## src/rtl/booth_mac_pkg.sv

```systemverilog
package booth_mac_pkg;

  // Radix-4 Booth digit controls: negate, select 1x, select 2x
  typedef struct packed {
    logic neg;
    logic one;
    logic two;
  } booth_sel_t;

  // Recode the overlapping group {b[2i+1], b[2i], b[2i-1]}
  function automatic booth_sel_t booth_recode(input logic [2:0] grp);
    booth_sel_t s;
    s.neg = grp[2];
    s.one = grp[1] ^ grp[0];
    s.two = (grp[2] & ~grp[1] & ~grp[0]) | (~grp[2] & grp[1] & grp[0]);
    return s;
  endfunction

endpackage

```

## src/rtl/booth_pp_gen.sv

```systemverilog
module booth_pp_gen #(
  parameter int OP_W  = 32,
  parameter int RES_W = 2 * OP_W
) (
  input  logic [OP_W-1:0]                  mcand,
  input  logic [OP_W-1:0]                  mplier,
  output logic [OP_W/2-1:0][RES_W-1:0]     rows_o,
  output logic [RES_W-1:0]                 corr_o
);
  import booth_mac_pkg::*;

  localparam int NUM_DIG = OP_W / 2;

  logic [OP_W:0]        mplier_x;
  logic [RES_W-1:0]     mult_1x;
  logic [RES_W-1:0]     mult_2x;
  logic [NUM_DIG-1:0]   neg_v;

  assign mplier_x = {mplier, 1'b0};
  assign mult_1x  = {{(RES_W-OP_W){mcand[OP_W-1]}}, mcand};
  assign mult_2x  = mult_1x << 1;

  for (genvar d = 0; d < NUM_DIG; d++) begin : g_digit
    booth_sel_t       sel;
    logic [RES_W-1:0] mag;
    logic [RES_W-1:0] signed_mag;

    assign sel        = booth_recode(mplier_x[2*d+2 -: 3]);
    assign mag        = sel.one ? mult_1x : (sel.two ? mult_2x : '0);
    assign signed_mag = sel.neg ? ~mag : mag;
    assign rows_o[d]  = signed_mag << (2 * d);
    assign neg_v[d]   = sel.neg;
  end

  // The +1 of each negated row, placed at the row's lowest weight
  always_comb begin
    corr_o = '0;
    for (int d = 0; d < NUM_DIG; d++) begin
      corr_o[2*d] = neg_v[d];
    end
  end

endmodule

```

## src/rtl/csa42.sv

```systemverilog
module csa42 #(
  parameter int W = 64
) (
  input  logic [W-1:0] x0,
  input  logic [W-1:0] x1,
  input  logic [W-1:0] x2,
  input  logic [W-1:0] x3,
  output logic [W-1:0] s_o,
  output logic [W-1:0] c_o
);
  logic [W-1:0] s1;
  logic [W-1:0] c1;
  logic [W-1:0] cin;
  logic [W-1:0] c2;

  // First full-adder layer; its carries move one column up
  assign s1  = x0 ^ x1 ^ x2;
  assign c1  = (x0 & x1) | (x0 & x2) | (x1 & x2);
  assign cin = {c1[W-2:0], 1'b0};

  // Second full-adder layer
  assign s_o = s1 ^ x3 ^ cin;
  assign c2  = (s1 & x3) | (s1 & cin) | (x3 & cin);
  assign c_o = {c2[W-2:0], 1'b0};

endmodule

```

## src/rtl/compress_tree.sv

```systemverilog
module compress_tree #(
  parameter int W      = 64,
  parameter int LEVELS = 4,
  parameter int ROWS   = 2 << LEVELS
) (
  input  logic [ROWS-1:0][W-1:0] rows_i,
  output logic [W-1:0]           sum_o,
  output logic [W-1:0]           carry_o
);
  localparam int NODES = 2 * ROWS - 2;

  // All levels stored back to back: level l starts at 2*ROWS - 2*(ROWS>>l)
  logic [NODES-1:0][W-1:0] node;

  assign node[ROWS-1:0] = rows_i;

  for (genvar l = 0; l < LEVELS; l++) begin : g_level
    localparam int NIN     = ROWS >> l;
    localparam int IN_OFF  = 2 * ROWS - 2 * (ROWS >> l);
    localparam int OUT_OFF = 2 * ROWS - 2 * (ROWS >> (l + 1));
    for (genvar k = 0; k < NIN / 4; k++) begin : g_cell
      csa42 #(.W(W)) u_csa (
        .x0  (node[IN_OFF + 4*k]),
        .x1  (node[IN_OFF + 4*k + 1]),
        .x2  (node[IN_OFF + 4*k + 2]),
        .x3  (node[IN_OFF + 4*k + 3]),
        .s_o (node[OUT_OFF + 2*k]),
        .c_o (node[OUT_OFF + 2*k + 1])
      );
    end
  end

  assign sum_o   = node[NODES-2];
  assign carry_o = node[NODES-1];

endmodule

```

## src/rtl/booth_mac.sv

```systemverilog
module booth_mac #(
  parameter int OP_W = 32
) (
  input  logic                clk,
  input  logic                rst_n,
  input  logic                pipe_mode,
  input  logic                op_en,
  input  logic [OP_W-1:0]     a_in,
  input  logic [OP_W-1:0]     b_in,
  input  logic                acc_clr,
  input  logic                acc_ld,
  output logic [2*OP_W-1:0]   result,
  output logic [2*OP_W-1:0]   acc_out
);
  localparam int RES_W    = 2 * OP_W;
  localparam int NUM_DIG  = OP_W / 2;
  localparam int RAW_ROWS = NUM_DIG + 2;
  localparam int LEVELS   = $clog2(RAW_ROWS) - 1;
  localparam int ROWS     = 2 << LEVELS;

  // Reset synchronizer: asynchronous assert, synchronous release
  logic rst_meta;
  logic rst_core_n;

  always_ff @(posedge clk or negedge rst_n) begin
    if (!rst_n) begin
      rst_meta   <= 1'b0;
      rst_core_n <= 1'b0;
    end else begin
      rst_meta   <= 1'b1;
      rst_core_n <= rst_meta;
    end
  end

  // State
  logic [OP_W-1:0]  a_q, b_q;
  logic [RES_W-1:0] acc_q, mid_s, mid_c, res_q;
  // Next state
  logic [OP_W-1:0]  a_d, b_d;
  logic [RES_W-1:0] acc_d, mid_s_d, mid_c_d;

  // Partial products and tree
  logic [NUM_DIG-1:0][RES_W-1:0] pp_rows;
  logic [RES_W-1:0]              corr_row;
  logic [ROWS-1:0][RES_W-1:0]    tree_rows;
  logic [RES_W-1:0]              tree_s, tree_c;
  logic [RES_W-1:0]              fa_x, fa_y, fin;

  booth_pp_gen #(.OP_W(OP_W), .RES_W(RES_W)) u_pp (
    .mcand  (a_q),
    .mplier (b_q),
    .rows_o (pp_rows),
    .corr_o (corr_row)
  );

  assign tree_rows[NUM_DIG-1:0] = pp_rows;
  assign tree_rows[NUM_DIG]     = corr_row;
  assign tree_rows[NUM_DIG+1]   = acc_q;   // accumulate folded in as a tree row

  if (ROWS > RAW_ROWS) begin : g_pad
    assign tree_rows[ROWS-1:RAW_ROWS] = '0;
  end

  compress_tree #(.W(RES_W), .LEVELS(LEVELS), .ROWS(ROWS)) u_tree (
    .rows_i  (tree_rows),
    .sum_o   (tree_s),
    .carry_o (tree_c)
  );

  // Final carry-propagate adder, fed from the tree or the mid registers
  assign fa_x = pipe_mode ? mid_s : tree_s;
  assign fa_y = pipe_mode ? mid_c : tree_c;
  assign fin  = fa_x + fa_y;

  always_comb begin
    a_d     = op_en ? a_in : a_q;
    b_d     = op_en ? b_in : b_q;
    mid_s_d = pipe_mode ? tree_s : mid_s;
    mid_c_d = pipe_mode ? tree_c : mid_c;
    if (acc_clr) begin
      acc_d = '0;
    end else if (acc_ld) begin
      acc_d = fin;
    end else begin
      acc_d = acc_q;
    end
  end

  always_ff @(posedge clk or negedge rst_core_n) begin
    if (!rst_core_n) begin
      a_q   <= '0;
      b_q   <= '0;
      acc_q <= '0;
      mid_s <= '0;
      mid_c <= '0;
      res_q <= '0;
    end else begin
      a_q   <= a_d;
      b_q   <= b_d;
      acc_q <= acc_d;
      mid_s <= mid_s_d;
      mid_c <= mid_c_d;
      res_q <= fin;
    end
  end

  assign result  = res_q;
  assign acc_out = acc_q;

endmodule

```

## config.mk

```make
export PLATFORM = sky130hd
export DESIGN_NAME = booth_mac
export DESIGN_NICKNAME = d
export VERILOG_FILES = /design/src/rtl/booth_mac_pkg.sv /design/src/rtl/booth_pp_gen.sv /design/src/rtl/csa42.sv /design/src/rtl/compress_tree.sv /design/src/rtl/booth_mac.sv
export SDC_FILE = /design/constraint.sdc
export NUM_CORES = 2
export LEC_CHECK = 0
export ABC_AREA = 1
export BUFFER_PORTS_ARGS = -buffer_cell sky130_fd_sc_hd__buf_2
export CAP_MARGIN = 40
export CORE_MARGIN = 1
export CORE_UTILIZATION = 40
export DETAILED_ROUTE_END_ITERATION = 6
export PLACE_DENSITY = 0.51
export RECOVER_POWER = 100
export SLEW_MARGIN = 30
export SYNTH_ARGS = -nofsm -noshare
export SYNTH_HDL_FRONTEND = slang
export SYNTH_HIERARCHICAL = 1
export SYNTH_SLANG_ARGS = --single-unit
```

## constraint.sdc

```tcl
create_clock -name clk -period 11.4 [get_ports clk]
set_clock_uncertainty 0.05 [all_clocks]
set_input_delay 0 -clock clk [delete_from_list [all_inputs] [get_ports clk]]
set_output_delay 0 -clock clk [all_outputs]
set_load 0.01 [all_outputs]
```

### Word level (Yosys, flattened, before mapping)

Index checks and enable logic that the tools add are counted.

| word-level totals | value |
|---|---|
| latch bits | 0 |
| register bits after elaboration | 321 |
| memories kept | 0 |
| logic and storage cells | 325 |
| memory bits (read-only) | 0 |
| output and inout bits | 128 |
| RAM bits | 0 |

| operators by class | value |
|---|---|
| $lt $le $gt $ge | 0 |
| muxes and demuxes | 52 |
| bitwise operators | 263 |
| divide/modulo/power cells | 0 |
| reduce and logical (&&, ||, !) cells | 1 |
| shifts and indexed selects | 0 |
| $add $sub $neg | 1 |
| $mul | 0 |
| eq/ne operators | 0 |

Operators with widths:

| kind | number |
|---|---|
| $and A63 B63 Y63 | 53 |
| $xor A64 B64 Y64 | 37 |
| $or A63 B63 Y63 | 32 |
| $mux W64 | 7 |
| $mux W62 | 3 |
| $mux W60 | 3 |
| $mux W58 | 3 |
| $mux W56 | 3 |
| $mux W54 | 3 |
| $mux W52 | 3 |
| $mux W50 | 3 |
| $mux W48 | 3 |
| $mux W46 | 3 |
| $mux W44 | 3 |
| $mux W42 | 3 |
| $mux W40 | 3 |
| $mux W38 | 3 |
| $mux W36 | 3 |
| $mux W34 | 3 |
| $add A64 B64 Y64 | 1 |
| $not A64 Y64 | 1 |
| $xor A31 B64 Y64 | 1 |
| $and A31 B63 Y63 | 1 |
| $not A62 Y62 | 1 |
| 19 further kinds | 138 |

### Logic depth before layout (Yosys ltp)

| logic depth | value |
|---|---|
| word-level depth | 36 |
| gate-level depth with buffers | 39 |

### Modules after synthesis

The synthesis kept the hierarchy.

By module, submodules not included:

| module | area each (µm²) | times used | cells an instance | sequential area each (µm²) |
|---|---|---|---|---|
| csa42 | 2591.2 | 15 | 142 | 0.0 |
| booth_pp_gen | 19516.2 | 1 | 4028 | 0.0 |
| booth_mac | 18701.7 | 1 | 2602 | 8057.7 |

### Worst setup path before layout

No wires, ideal clock.

| path | value |
|---|---|
| path kind | reg-to-reg |
| from | register a_q[31] |
| to | register res_q[63], in the netlist result[63] |
| arrival | 7878 ps |
| path slack | 3353 ps |
| cell stages (with the launch flop) | 25 |
| path through | dfrtp_1 > clkbuf_1 > o21ai_0 > buf_4 > fa_1 > fa_1 > fa_1 > fa_1 > fa_1 > fa_1 > fa_1 > fa_1 > nor2_1 > a21oi_1 > ha_1 > nand2_2 > nor2_1 > inv_1 > nor2_2 > nand2_1 > nor4_2 > nand2_1 > nand2_1 > nand2_1 > and2_1 |

RTL lines:

| element | RTL line | text |
|---|---|---|
| start: declaration | booth_mac.sv:36 | `logic [OP_W-1:0] a_q, b_q;` |
| start signal: assignment | booth_mac.sv:91 | `a_q <= '0;` |
| start signal: assignment | booth_mac.sv:98 | `a_q <= a_d;` |
| end signal: assignment | booth_mac.sv:103 | `res_q <= fin;` |
| end: declaration | booth_mac.sv:37 | `logic [RES_W-1:0] acc_q, mid_s, mid_c, res_q;` |

==> impl_metrics.json <==
{
  "cts-root-buf": "clkbuf_16",
  "synth_common_cells": "nand2_1 (2826), fa_1 (1876), nand3_1 (1089)",
  "ios": 198,
  "yosys-top-cells-area": "fa_1 (49%), nand2_1 (14%), dfrtp_1 (10%)",
  "slew_viol_final": 493,
  "async_reset_ff_share_pct": 100,
  "syn_inst": 8760,
  "post-place-ws_ps": 2220,
  "slowest_delay_ps": 1780,
  "ys_seq_elements": 322,
  "antenna_found_initial": 4,
  "synth_most_common_cell": "nand2_1",
  "die_w_um": 441,
  "dp_hpwl_mm": 196,
  "grt_max_degree": 269,
  "finalSetupViolations": 0,
  "drc_errors": 0,
  "ctsResizeCount": 0,
  "startpoint_type": "flop",
  "grt_pass1_wl_mm": 375,
  "path_clk_slew_ps": 60,
  "grt_pass1_vias": 61184,
  "syn_area_um2": 77100,
  "min_path_type": "in2reg",
  "avgSynthCellArea_um2": 8.80,
  "violations": "capacitance limit, slew limit",
  "worstPathMaxFanout": 38,
  "synthToLayoutAreaGrowth_pct": 8.49,
  "synth_top_area_share_pct": 48.7,
  "port_buffers": 197,
  "tns_ps": 0,
  "wirelength_mm": 245,
  "clk_latency_ps": 730,
  "fmax_mhz": 99.3,
  "cp_common_cell": "nand2_1",
  "core_um2": 191000,
  "synth-edff-count": 0,
  "worstSetupPathType": "reg2reg",
  "rows": 160,
  "clock_path_buffers": 3,
  "wl_per_cell_um": 20.4,
  "die_h_um": 441,
  "ys_warn_count": 6,
  "ant_nets": 0,
  "cp_data_required_time_ps": 11940,
  "finalNetCount": 11478,
  "maxSlewHeadroom_pct": -262,
  "synth_ff_type": "dfrtp_1",
  "design_area_um2": 83600,
  "worstMarginPinSlew_ps": 5430,
  "grt_overflow": 0,
  "timing.critical_path.slowest_stage_cell": "clkbuf_1",
  "setup.worst_path.end_class": "flop",
  "drive_gt1_share_pct": 5.36,
  "drtIter0Drc": 5013,
  "first_pass_iters": 6,
  "status": "finished with violations",
  "fin_cells": 12005,
  "setup_ws_ps": 1330,
  "fillCellCount": 18982,
  "via_count": 59647,
  "crit_arrival_ps": 10610,
  "numCtsBuffers": 47,
  "final-hold-violation-count": 0,
  "finalWeightedCongestion": 0.929,
  "min_period_ps": 10070,
  "cts_tree": "yes",
  "dieArea_um2": 194000,
  "placed_cells": 11786,
  "grtUsageTotal_pct": 26.0,
  "start_util_pct": 40.4,
  "rsz0062_at_grt": "false",
  "seq_area_frac_synth_pct": 10.5,
  "maxCapViolCount": 11,
  "place_area_um2": 80900,
  "htree_levels": 2,
  "synth.largest_area_cell": "fa_1",
  "period_share_pct": 88.3,
  "synth_cell_types": 42,
  "viasPerCell": 4.97,
  "cts_num_sinks": 322
}
==> worst paths after layout <==
check / startpoint / endpoint / slack, ps / depth (start not counted)
setup / recovery: b_q[29]$_DFFE_PN0P_ / result[54]$_DFF_PN0_ / 1330 / 29
hold / removal: a_in[17] / a_q[17]$_DFFE_PN0P_ / 50 / 3
setup reg to reg: b_q[29]$_DFFE_PN0P_ / result[54]$_DFF_PN0_ / 1330 / 29
hold reg to reg: rst_meta$_DFF_PN0_ / rst_core_n$_DFF_PN0_ / 300 / 0
max in group asynchronous: rst_core_n$_DFF_PN0_ / a_q[19]$_DFFE_PN0P_ / 6000 / 3
min in group asynchronous: rst_n / rst_core_n$_DFF_PN0_ / 110 / 3
==> cell families after synthesis <==
| group | Yosys count | share of synthesized area [%] |
|---|---|---|
| AND/OR/NAND/NOR | 4323 | 23.6 |
| adder cells (fa/ha/maj) | 1954 | 50.0 |
| buffers and inverters | 1603 | 11.3 |
| AO/OA/AOI/OAI | 414 | 2.92 |
| flip-flops | 322 | 10.5 |
| multiplexers | 64 | 0.935 |
| XOR/XNOR | 62 | 0.743 |
| other | 18 | 0.0876 |
==> worst max-delay path, delay by kind of cell, from the launching register on <==
| family | cells | cell delay (ps) |
|---|---|---|
| adders and majority gates | 9 | 4500 |
| AOI/OAI and AO/OA | 1 | 60 |
| DFF | 1 | 350 |
| buffers and inverters | 3 | 2170 |
| and+or+nand+nor | 16 | 2750 |
==> repair_timing <==
item	in CTS	in global routing
setup buffers	0	0
hold buffers	119	0
endpoints found under the setup margin	0	0
endpoints found under the hold margin	168	0
==> cells in the final DEF, fill, tap and decap left out, types with 6 or more instances in the layout <==
master         instances
xor2_1                51
o21ai_4                7
inv_4                 13
nand3_1             1090
nand2_1             2830
nand2_2               62
clkinv_2               7
bufinv_16              6
clkbuf_16             47
nor2_2                22
buf_2                 68
buf_12                17
buf_4                 94
mux2_2                64
fa_1                1876
buf_16                15
dlygate4sd3_1        119
a21oi_1              167
a22oi_1               29
and2_0                24
a22o_1                 6
and2_1                 8
nand3b_1              14
nor2_4                15
buf_8                  6
nor2_1               232
nor3_1                10
conb_1              1208
o21ai_0              165
clkbuf_1             149
xnor2_1               10
o21a_1                29
inv_1                575
dfrtp_1              303
dfrtp_2               18
ha_1                  78
inv_2                  8
==> stage by stage <==
stage	utilization (%)	hold slack [ps]
2_1_floorplan	-	-346
3_3_place_gp	42.1	-263
3_5_place_dp	42.4	-262
4_1_cts	43.9	0.197
5_1_grt	43.8	20.2
6_report	43.8	48.2
==> routing by layer <==
layer | GRT usage, % | part of all wire, % | vias up
li1 | - | - | 26811
met5 | 0 | 0.0029 | -
met2 | 44.8 | 51 | 2152
met4 | 9.62 | 4.2 | 2
met1 | 33.2 | 39 | 30263
met3 | 3.34 | 6.3 | 419
==> state kept, by name (all words and copies together), names as in the netlist <==
signal	count
acc_out	64
mid_c	64
mid_s	64
result	64
a_q	32
b_q	32
rst_core_n	1
rst_meta	1
==> cell type report <==
type	count	area, um^2	area share [%]
clock inverter	28	404	0.483
timing repair buffer	462	3620	4.33
clock buffer	59	1270	1.52
inverter	596	2270	2.71
multi-input combinational	8025	64800	77.5
tap	2511	3140	3.76
sequential	322	8080	9.67
antenna	2	5.00	0.00598
Power is not shown: default switching activity piles up to over one toggle a cycle in this logic, so the estimate is an artifact.
